===== config.mk =====
export PLATFORM = sky130hd
export DESIGN_NAME = ckpt_regfile
export DESIGN_NICKNAME = d
export VERILOG_FILES = /design/src/rtl/ckpt_rf_pkg.sv /design/src/rtl/ckpt_write_merge.sv /design/src/rtl/ckpt_slot_bank.sv /design/src/rtl/ckpt_read_port.sv /design/src/rtl/ckpt_regfile.sv
export SDC_FILE = /design/constraint.sdc
export NUM_CORES = 1
export LEC_CHECK = 0
export BUFFER_PORTS_ARGS = -buffer_cell sky130_fd_sc_hd__buf_2
export CAP_MARGIN = 20
export CORE_UTILIZATION = 60
export DETAILED_ROUTE_END_ITERATION = 7
export GPL_TIMING_DRIVEN = 1
export PLACE_DENSITY_LB_ADDON = 0.05
export SLEW_MARGIN = 10
export SYNTH_ARGS = -nofsm -noshare
export SYNTH_HDL_FRONTEND = slang
export SYNTH_HIERARCHICAL = 1
export SYNTH_SLANG_ARGS = --single-unit

===== constraint.sdc =====
create_clock -name clk -period 2.35 [get_ports clk]
set_input_delay 0.235 -clock clk [delete_from_list [all_inputs] [get_ports clk]]
set_output_delay 0.235 -clock clk [all_outputs]
set_load 0.05 [all_outputs]

===== src/rtl/ckpt_rf_pkg.sv =====
package ckpt_rf_pkg;

    typedef enum logic [1:0] {
        NEXT_HOLD    = 2'd0,
        NEXT_WRITE   = 2'd1,
        NEXT_SET     = 2'd2,
        NEXT_RESTORE = 2'd3
    } next_src_e;

    // Ranking of sources that may change the array in one cycle.
    function automatic next_src_e pick_source(input logic restore,
                                              input logic set,
                                              input logic any_write);
        if (restore)        return NEXT_RESTORE;
        else if (set)       return NEXT_SET;
        else if (any_write) return NEXT_WRITE;
        else                return NEXT_HOLD;
    endfunction

    function automatic int unsigned idx_width(input int unsigned n);
        return (n > 1) ? $clog2(n) : 1;
    endfunction

endpackage


===== src/rtl/ckpt_write_merge.sv =====
module ckpt_write_merge
    import ckpt_rf_pkg::*;
#(
    parameter int DATA_W   = 8,
    parameter int DEPTH    = 4,
    parameter int WR_PORTS = 2,
    parameter int AW       = 2
) (
    input  logic [DEPTH-1:0][DATA_W-1:0]    cur,
    input  logic [WR_PORTS-1:0]             wr_en,
    input  logic [WR_PORTS-1:0][AW-1:0]     wr_addr,
    input  logic [WR_PORTS-1:0][DATA_W-1:0] wr_data,
    input  logic                            set_en,
    input  logic [DEPTH-1:0][DATA_W-1:0]    set_vals,
    input  logic                            restore_en,
    input  logic [DEPTH-1:0][DATA_W-1:0]    restore_vals,
    output logic [DEPTH-1:0][DATA_W-1:0]    nxt,
    output next_src_e                       src
);

    logic [DEPTH-1:0][DATA_W-1:0] written;

    // Later ports overwrite earlier ones: highest-numbered port wins.
    always_comb begin
        written = cur;
        for (int p = 0; p < WR_PORTS; p++) begin
            if (wr_en[p] && (int'(wr_addr[p]) < DEPTH)) begin
                written[wr_addr[p]] = wr_data[p];
            end
        end
    end

    assign src = pick_source(restore_en, set_en, |wr_en);

    always_comb begin
        unique case (src)
            NEXT_RESTORE: nxt = restore_vals;
            NEXT_SET:     nxt = set_vals;
            NEXT_WRITE:   nxt = written;
            default:      nxt = cur;
        endcase
    end

endmodule


===== src/rtl/ckpt_slot_bank.sv =====
module ckpt_slot_bank #(
    parameter int DATA_W = 8,
    parameter int DEPTH  = 4,
    parameter int SLOTS  = 2,
    parameter int SW     = 1
) (
    input  logic                         clk,
    input  logic                         rst,
    input  logic                         save_en,
    input  logic [SW-1:0]                save_slot,
    input  logic [DEPTH-1:0][DATA_W-1:0] save_vals,
    input  logic [SW-1:0]                load_slot,
    output logic [DEPTH-1:0][DATA_W-1:0] load_vals
);

    logic [DEPTH-1:0][DATA_W-1:0] slot_q [SLOTS];

    for (genvar g = 0; g < SLOTS; g++) begin : g_slot
        always_ff @(posedge clk) begin
            if (rst) begin
                slot_q[g] <= '0;
            end else if (save_en && (int'(save_slot) == g)) begin
                slot_q[g] <= save_vals;
            end
        end


        other_slot_kept_chk: assert property (@(posedge clk) disable iff (rst)
            !(save_en && (int'(save_slot) == g)) |=> $stable(slot_q[g]));
    end

    always_comb begin
        load_vals = '0;
        for (int s = 0; s < SLOTS; s++) begin
            if (int'(load_slot) == s) load_vals = slot_q[s];
        end
    end


    save_captures_chk: assert property (@(posedge clk) disable iff (rst)
        (save_en && (int'(save_slot) < SLOTS)) |=> slot_q[$past(save_slot)] == $past(save_vals));

endmodule


===== src/rtl/ckpt_read_port.sv =====
module ckpt_read_port #(
    parameter int DATA_W   = 8,
    parameter int DEPTH    = 4,
    parameter int WR_PORTS = 2,
    parameter int AW       = 2,
    parameter bit BYPASS   = 1'b1
) (
    input  logic [DEPTH-1:0][DATA_W-1:0]    cur,
    input  logic [AW-1:0]                   rd_addr,
    input  logic [WR_PORTS-1:0]             wr_en,
    input  logic [WR_PORTS-1:0][AW-1:0]     wr_addr,
    input  logic [WR_PORTS-1:0][DATA_W-1:0] wr_data,
    input  logic                            fwd_ok,
    output logic [DATA_W-1:0]               rd_data
);

    logic [DATA_W-1:0] stored;

    assign stored = (int'(rd_addr) < DEPTH) ? cur[rd_addr] : '0;

    if (BYPASS) begin : g_fwd
        always_comb begin
            rd_data = stored;
            if (fwd_ok) begin
                for (int p = 0; p < WR_PORTS; p++) begin
                    if (wr_en[p] && (wr_addr[p] == rd_addr)) rd_data = wr_data[p];
                end
            end
        end
    end else begin : g_plain
        logic unused_fwd;
        assign unused_fwd = fwd_ok ^ (^wr_en) ^ (^wr_addr) ^ (^wr_data);
        assign rd_data = stored;
    end

endmodule


===== src/rtl/ckpt_regfile.sv =====
module ckpt_regfile
    import ckpt_rf_pkg::*;
#(
    parameter int DATA_W   = 8,
    parameter int DEPTH    = 4,
    parameter int RD_PORTS = 2,
    parameter int WR_PORTS = 2,
    parameter int SLOTS    = 2,
    parameter bit BYPASS   = 1'b1,
    localparam int AW      = idx_width(DEPTH),
    localparam int SW      = idx_width(SLOTS)
) (
    input  logic                         clk,
    input  logic                         rst,
    input  logic [RD_PORTS*AW-1:0]       rd_addr,
    output logic [RD_PORTS*DATA_W-1:0]   rd_data,
    input  logic [WR_PORTS-1:0]          wr_en,
    input  logic [WR_PORTS*AW-1:0]       wr_addr,
    input  logic [WR_PORTS*DATA_W-1:0]   wr_data,
    input  logic                         save_en,
    input  logic [SW-1:0]                save_slot,
    input  logic                         load_en,
    input  logic [SW-1:0]                load_slot,
    input  logic                         set_en,
    input  logic [DEPTH*DATA_W-1:0]      set_data,
    output logic [DEPTH*DATA_W-1:0]      dump_data
);

    logic [DEPTH-1:0][DATA_W-1:0]    regs_q;
    logic [DEPTH-1:0][DATA_W-1:0]    regs_nxt;
    logic [DEPTH-1:0][DATA_W-1:0]    set_vals;
    logic [DEPTH-1:0][DATA_W-1:0]    slot_vals;
    logic [WR_PORTS-1:0][AW-1:0]     wa;
    logic [WR_PORTS-1:0][DATA_W-1:0] wd;
    next_src_e                       src;
    logic                            fwd_ok;

    assign set_vals  = set_data;
    assign wa        = wr_addr;
    assign wd        = wr_data;
    assign dump_data = regs_q;
    assign fwd_ok    = !load_en && !set_en;

    ckpt_write_merge #(
        .DATA_W(DATA_W), .DEPTH(DEPTH), .WR_PORTS(WR_PORTS), .AW(AW)
    ) u_merge (
        .cur(regs_q), .wr_en(wr_en), .wr_addr(wa), .wr_data(wd),
        .set_en(set_en), .set_vals(set_vals),
        .restore_en(load_en), .restore_vals(slot_vals),
        .nxt(regs_nxt), .src(src)
    );

    ckpt_slot_bank #(
        .DATA_W(DATA_W), .DEPTH(DEPTH), .SLOTS(SLOTS), .SW(SW)
    ) u_slots (
        .clk(clk), .rst(rst), .save_en(save_en), .save_slot(save_slot),
        .save_vals(regs_nxt), .load_slot(load_slot), .load_vals(slot_vals)
    );

    for (genvar k = 0; k < RD_PORTS; k++) begin : g_rd
        ckpt_read_port #(
            .DATA_W(DATA_W), .DEPTH(DEPTH), .WR_PORTS(WR_PORTS), .AW(AW), .BYPASS(BYPASS)
        ) u_rd (
            .cur(regs_q), .rd_addr(rd_addr[k*AW +: AW]),
            .wr_en(wr_en), .wr_addr(wa), .wr_data(wd), .fwd_ok(fwd_ok),
            .rd_data(rd_data[k*DATA_W +: DATA_W])
        );
    end

    always_ff @(posedge clk) begin
        if (rst) begin
            regs_q <= '0;
        end else if (src != NEXT_HOLD) begin
            regs_q <= regs_nxt;
        end
    end


    reset_clears_chk: assert property (@(posedge clk)
        $past(rst) |-> regs_q == '0);


    idle_holds_chk: assert property (@(posedge clk) disable iff (rst)
        (!load_en && !set_en && !(|wr_en)) |=> $stable(regs_q));


    top_port_wins_chk: assert property (@(posedge clk) disable iff (rst)
        (wr_en[WR_PORTS-1] && !load_en && !set_en && (int'(wa[WR_PORTS-1]) < DEPTH))
        |=> regs_q[$past(wa[WR_PORTS-1])] == $past(wd[WR_PORTS-1]));


    restore_applies_chk: assert property (@(posedge clk) disable iff (rst)
        load_en |=> regs_q == $past(slot_vals));


    set_applies_chk: assert property (@(posedge clk) disable iff (rst)
        (set_en && !load_en) |=> regs_q == $past(set_vals));

endmodule


==> results_dict.tcl <==
set metrics [dict create \
    grt_usage_pct 38.2 \
    grt_overflow 0 \
    cts_sinks 96 \
    required_ns 2.12 \
    arrival_ns 1.99 \
    fillers 968 \
    rrSetupSlack_ns 0.76 \
    grt_pass1_vias 6056 \
    path_max_fanout 22 \
    die_w_um 110 \
    path_buf_inv 2 \
    cp_top_family "buffers and inverters" \
    crit_path_end_kind "output pin" \
    crit_end "rd_data[15]" \
    clkTransAtPathRegs_ns 0.07 \
    first_pass_iters 5 \
    synth_seq_area_share_pct 36.4 \
    path_depth 6 \
    synthCells 692 \
    synth.area.top_cells "edfxtp_1 (27%), dfxtp_1 (9.1%), a221oi_1 (8.0%), mux2_4 (6.4%), nor2_1 (6.4%)" \
    syn_nets 757 \
    drtIter0Drc 870 \
    dp.cells 893 \
    pwr_density_cell_nw_per_um2 627 \
    max_stage_delay_ns 0.54 \
    p_leak_nw 3.01 \
    synth.distinct_cells 41 \
    crit_path_frequent_cell "buf_2" \
    fin_setup_tns_ns 0 \
    rr_endpoint "u_slots/slot_q[1][23]" \
    layout_commonest_cell "nor2_1" \
    layout.nets 826 \
    wl_per_cell_um 25.1 \
    grt_max_degree 65 \
    rr_startpoint "dump_data[23]" \
    drc 0 \
    fmax_mhz 450 \
    cts_tree "yes" \
    status "finished, final reports clean" \
    power_frac_comb_pct 28.7 \
    regArea_um2 2560 \
    multi_input_area_um2 4030 \
    antenna_found_initial 0 \
    grt_pass1_wl_um 34100 \
    syn_to_final_growth_pct 11.3 \
    instances_no_fill 909 \
    p_int_mw 3.16 \
    rr_worst_depth 4 \
    drive_above_1_share_pct 26.5 \
    sw_frac_of_total_pct 35.6 \
    netlist_area_um2 7040 \
    clockBufferDepth 2 \
    ys_ff_latch 96 \
    routed_via_density 6.98 \
    crit_start "wr_addr[0]" \
    start_util_pct 61.7 \
    min_from "rst" \
    irDropWorstVdd_mv 0.564 \
    drv_cap 0 \
    hpwlAfterDp_um 15700 \
    die_y_um 110 \
    crit_type "input pin to output pin" \
    clk_latency_ns 0.35 \
    min_path_type "input pin to register" \
    root_buffer "clkbuf_16" \
    syn_avg_cell_area_um2 10.2 \
    rows 39 \
    synth_largest_area_cell "edfxtp_1" \
    drv_slew 0 \
    layout_common_cells "nor2_1 (119), buf_2 (112), a221oi_1 (64), edfxtp_1 (64), nor2b_1 (45)" \
    skew_ns 0.0101 \
    slew_headroom_pct 60.7 \
    power.switching_mw 1.75 \
    antenna_left 0 \
    htreeDepth 3 \
    gp_congestion 0.981 \
    post-route-period-util_pct 94.5 \
    rsz0062_at_grt "false" \
    min_period_ns 2.22 \
    cp_slowest_cell "nor3_4" \
    postCtsSetupBuffers 0 \
    power.total_mw 4.91 \
    finalSetupViolCount 0 \
    p_clk_share_pct 29.4 \
    num_vias 6342 \
    hold_viol_final 0 \
    antennaDiodeCount 0 \
    crit_chain "buf_2 > xor2_2 > nor3_4 > mux2i_1 > a221oi_2 > buf_2" \
    die_area_um2 12200 \
    start_kind "input pin" \
    routed_wirelength_um 22800 \
    cts_inserted_buffers 9 \
    ios 113 \
    core_area_um2 11400 \
    ys_warn_count 6 \
    port_buffers 112 \
    synth_top_area_share_pct 27.3 \
    power_frac_seq_pct 41.9 \
    tightestPinTransition_ns 0.588 \
]
## final cells by class
type	count	area share, %
clock buffer	9	2.87
clock inverter	7	0.830
multi-input combinational	520	51.4
sequential	96	32.7
tap	143	2.28
timing repair buffer	134	9.90
## cell families after synthesis
| family | share of synthesized area, % |
|---|---|
| buffers and inverters | 6.82 |
| AOI/OAI and AO/OA | 19.8 |
| and+or+nand+nor | 21.1 |
| xor gates and xnor gates | 1.21 |
| muxes | 14.7 |
| DFF | 36.4 |
## repair_timing
item | CTS | global route
hold buffers | 0 | 0
gates resized for setup | 0 | 0
endpoints found under the setup margin | 0 | 2
## cells in the mapped netlist
cell type	instances
mux2_4	30
nor3b_2	1
buf_12	3
buf_6	14
or2_2	1
a221oi_2	10
a21oi_1	32
a221oi_1	64
buf_2	16
o21ai_0	7
nand3b_1	4
edfxtp_1	64
clkbuf_2	2
o32ai_1	32
a211oi_1	4
and3_1	3
nor2_1	120
xnor2_1	4
clkbuf_1	32
and3b_1	2
nor3_2	1
o21bai_1	1
buf_4	5
xor2_2	2
mux4_1	16
mux2_2	2
mux2i_1	14
o21ai_1	29
xor2_1	2
a31oi_1	4
and2_1	9
nand2_1	3
nor3_4	2
nor3b_1	2
nand3_1	4
buf_1	4
or3b_1	34
dfxtp_1	32
or3_1	1
nand2b_1	35
nor2b_1	45
## power groups by stage
stage          clock, mW  combinational, mW  sequential, mW
2_1_floorplan          0              0.884            2.19
3_3_place_gp           0               1.37            2.07
3_5_place_dp           0               1.39            2.09
4_1_cts             1.45               1.39            2.05
5_1_grt             1.51               1.49            2.06
6_report            1.45               1.41            2.06
## per-stage QoR
step | util, % | cell area (um^2) | hold slack [ns] | worst slack, ns
finish | 68.6 | 7840 | 0.306 | 0.129
global placement | 66.1 | 7540 | 0.610 | 0.229
global route | 68.6 | 7840 | 0.333 | 0.00957
floorplan | - | 7050 | 0.304 | 0.140
detailed placement | 66.1 | 7540 | 0.628 | 0.139
CTS | 68.6 | 7840 | 0.308 | 0.137
## how the worst min path moves through the flow
stage          cells after the start             to
2_1_floorplan                      1  dump_data[23]
3_3_place_gp                       2  dump_data[20]
3_5_place_dp                       2  dump_data[20]
4_1_cts                            3  dump_data[12]
5_1_grt                            3  dump_data[12]
6_report                           3   dump_data[9]
## metal layers
metal / routed length [um] / vias up / global-route usage [%]
met1: 9200 / 3109 / 51.5
li1: - / 2805 / -
met2: 10700 / 369 / 59.0
met3: 1980 / 59 / 6.35
met5: 0 / - / 0
met4: 941 / 0 / 19.7
## flip-flops by register name, indices dropped and copies added, names as in the netlist
register	cells
u_slots/slot_q	64
dump_data	32
## tightest hold or removal path, cell delays in order
cell and delay [ns]:
buf_2 0.13, buf_4 0.19, a21oi_1 0.05
(Power assumes the default switching activity.)
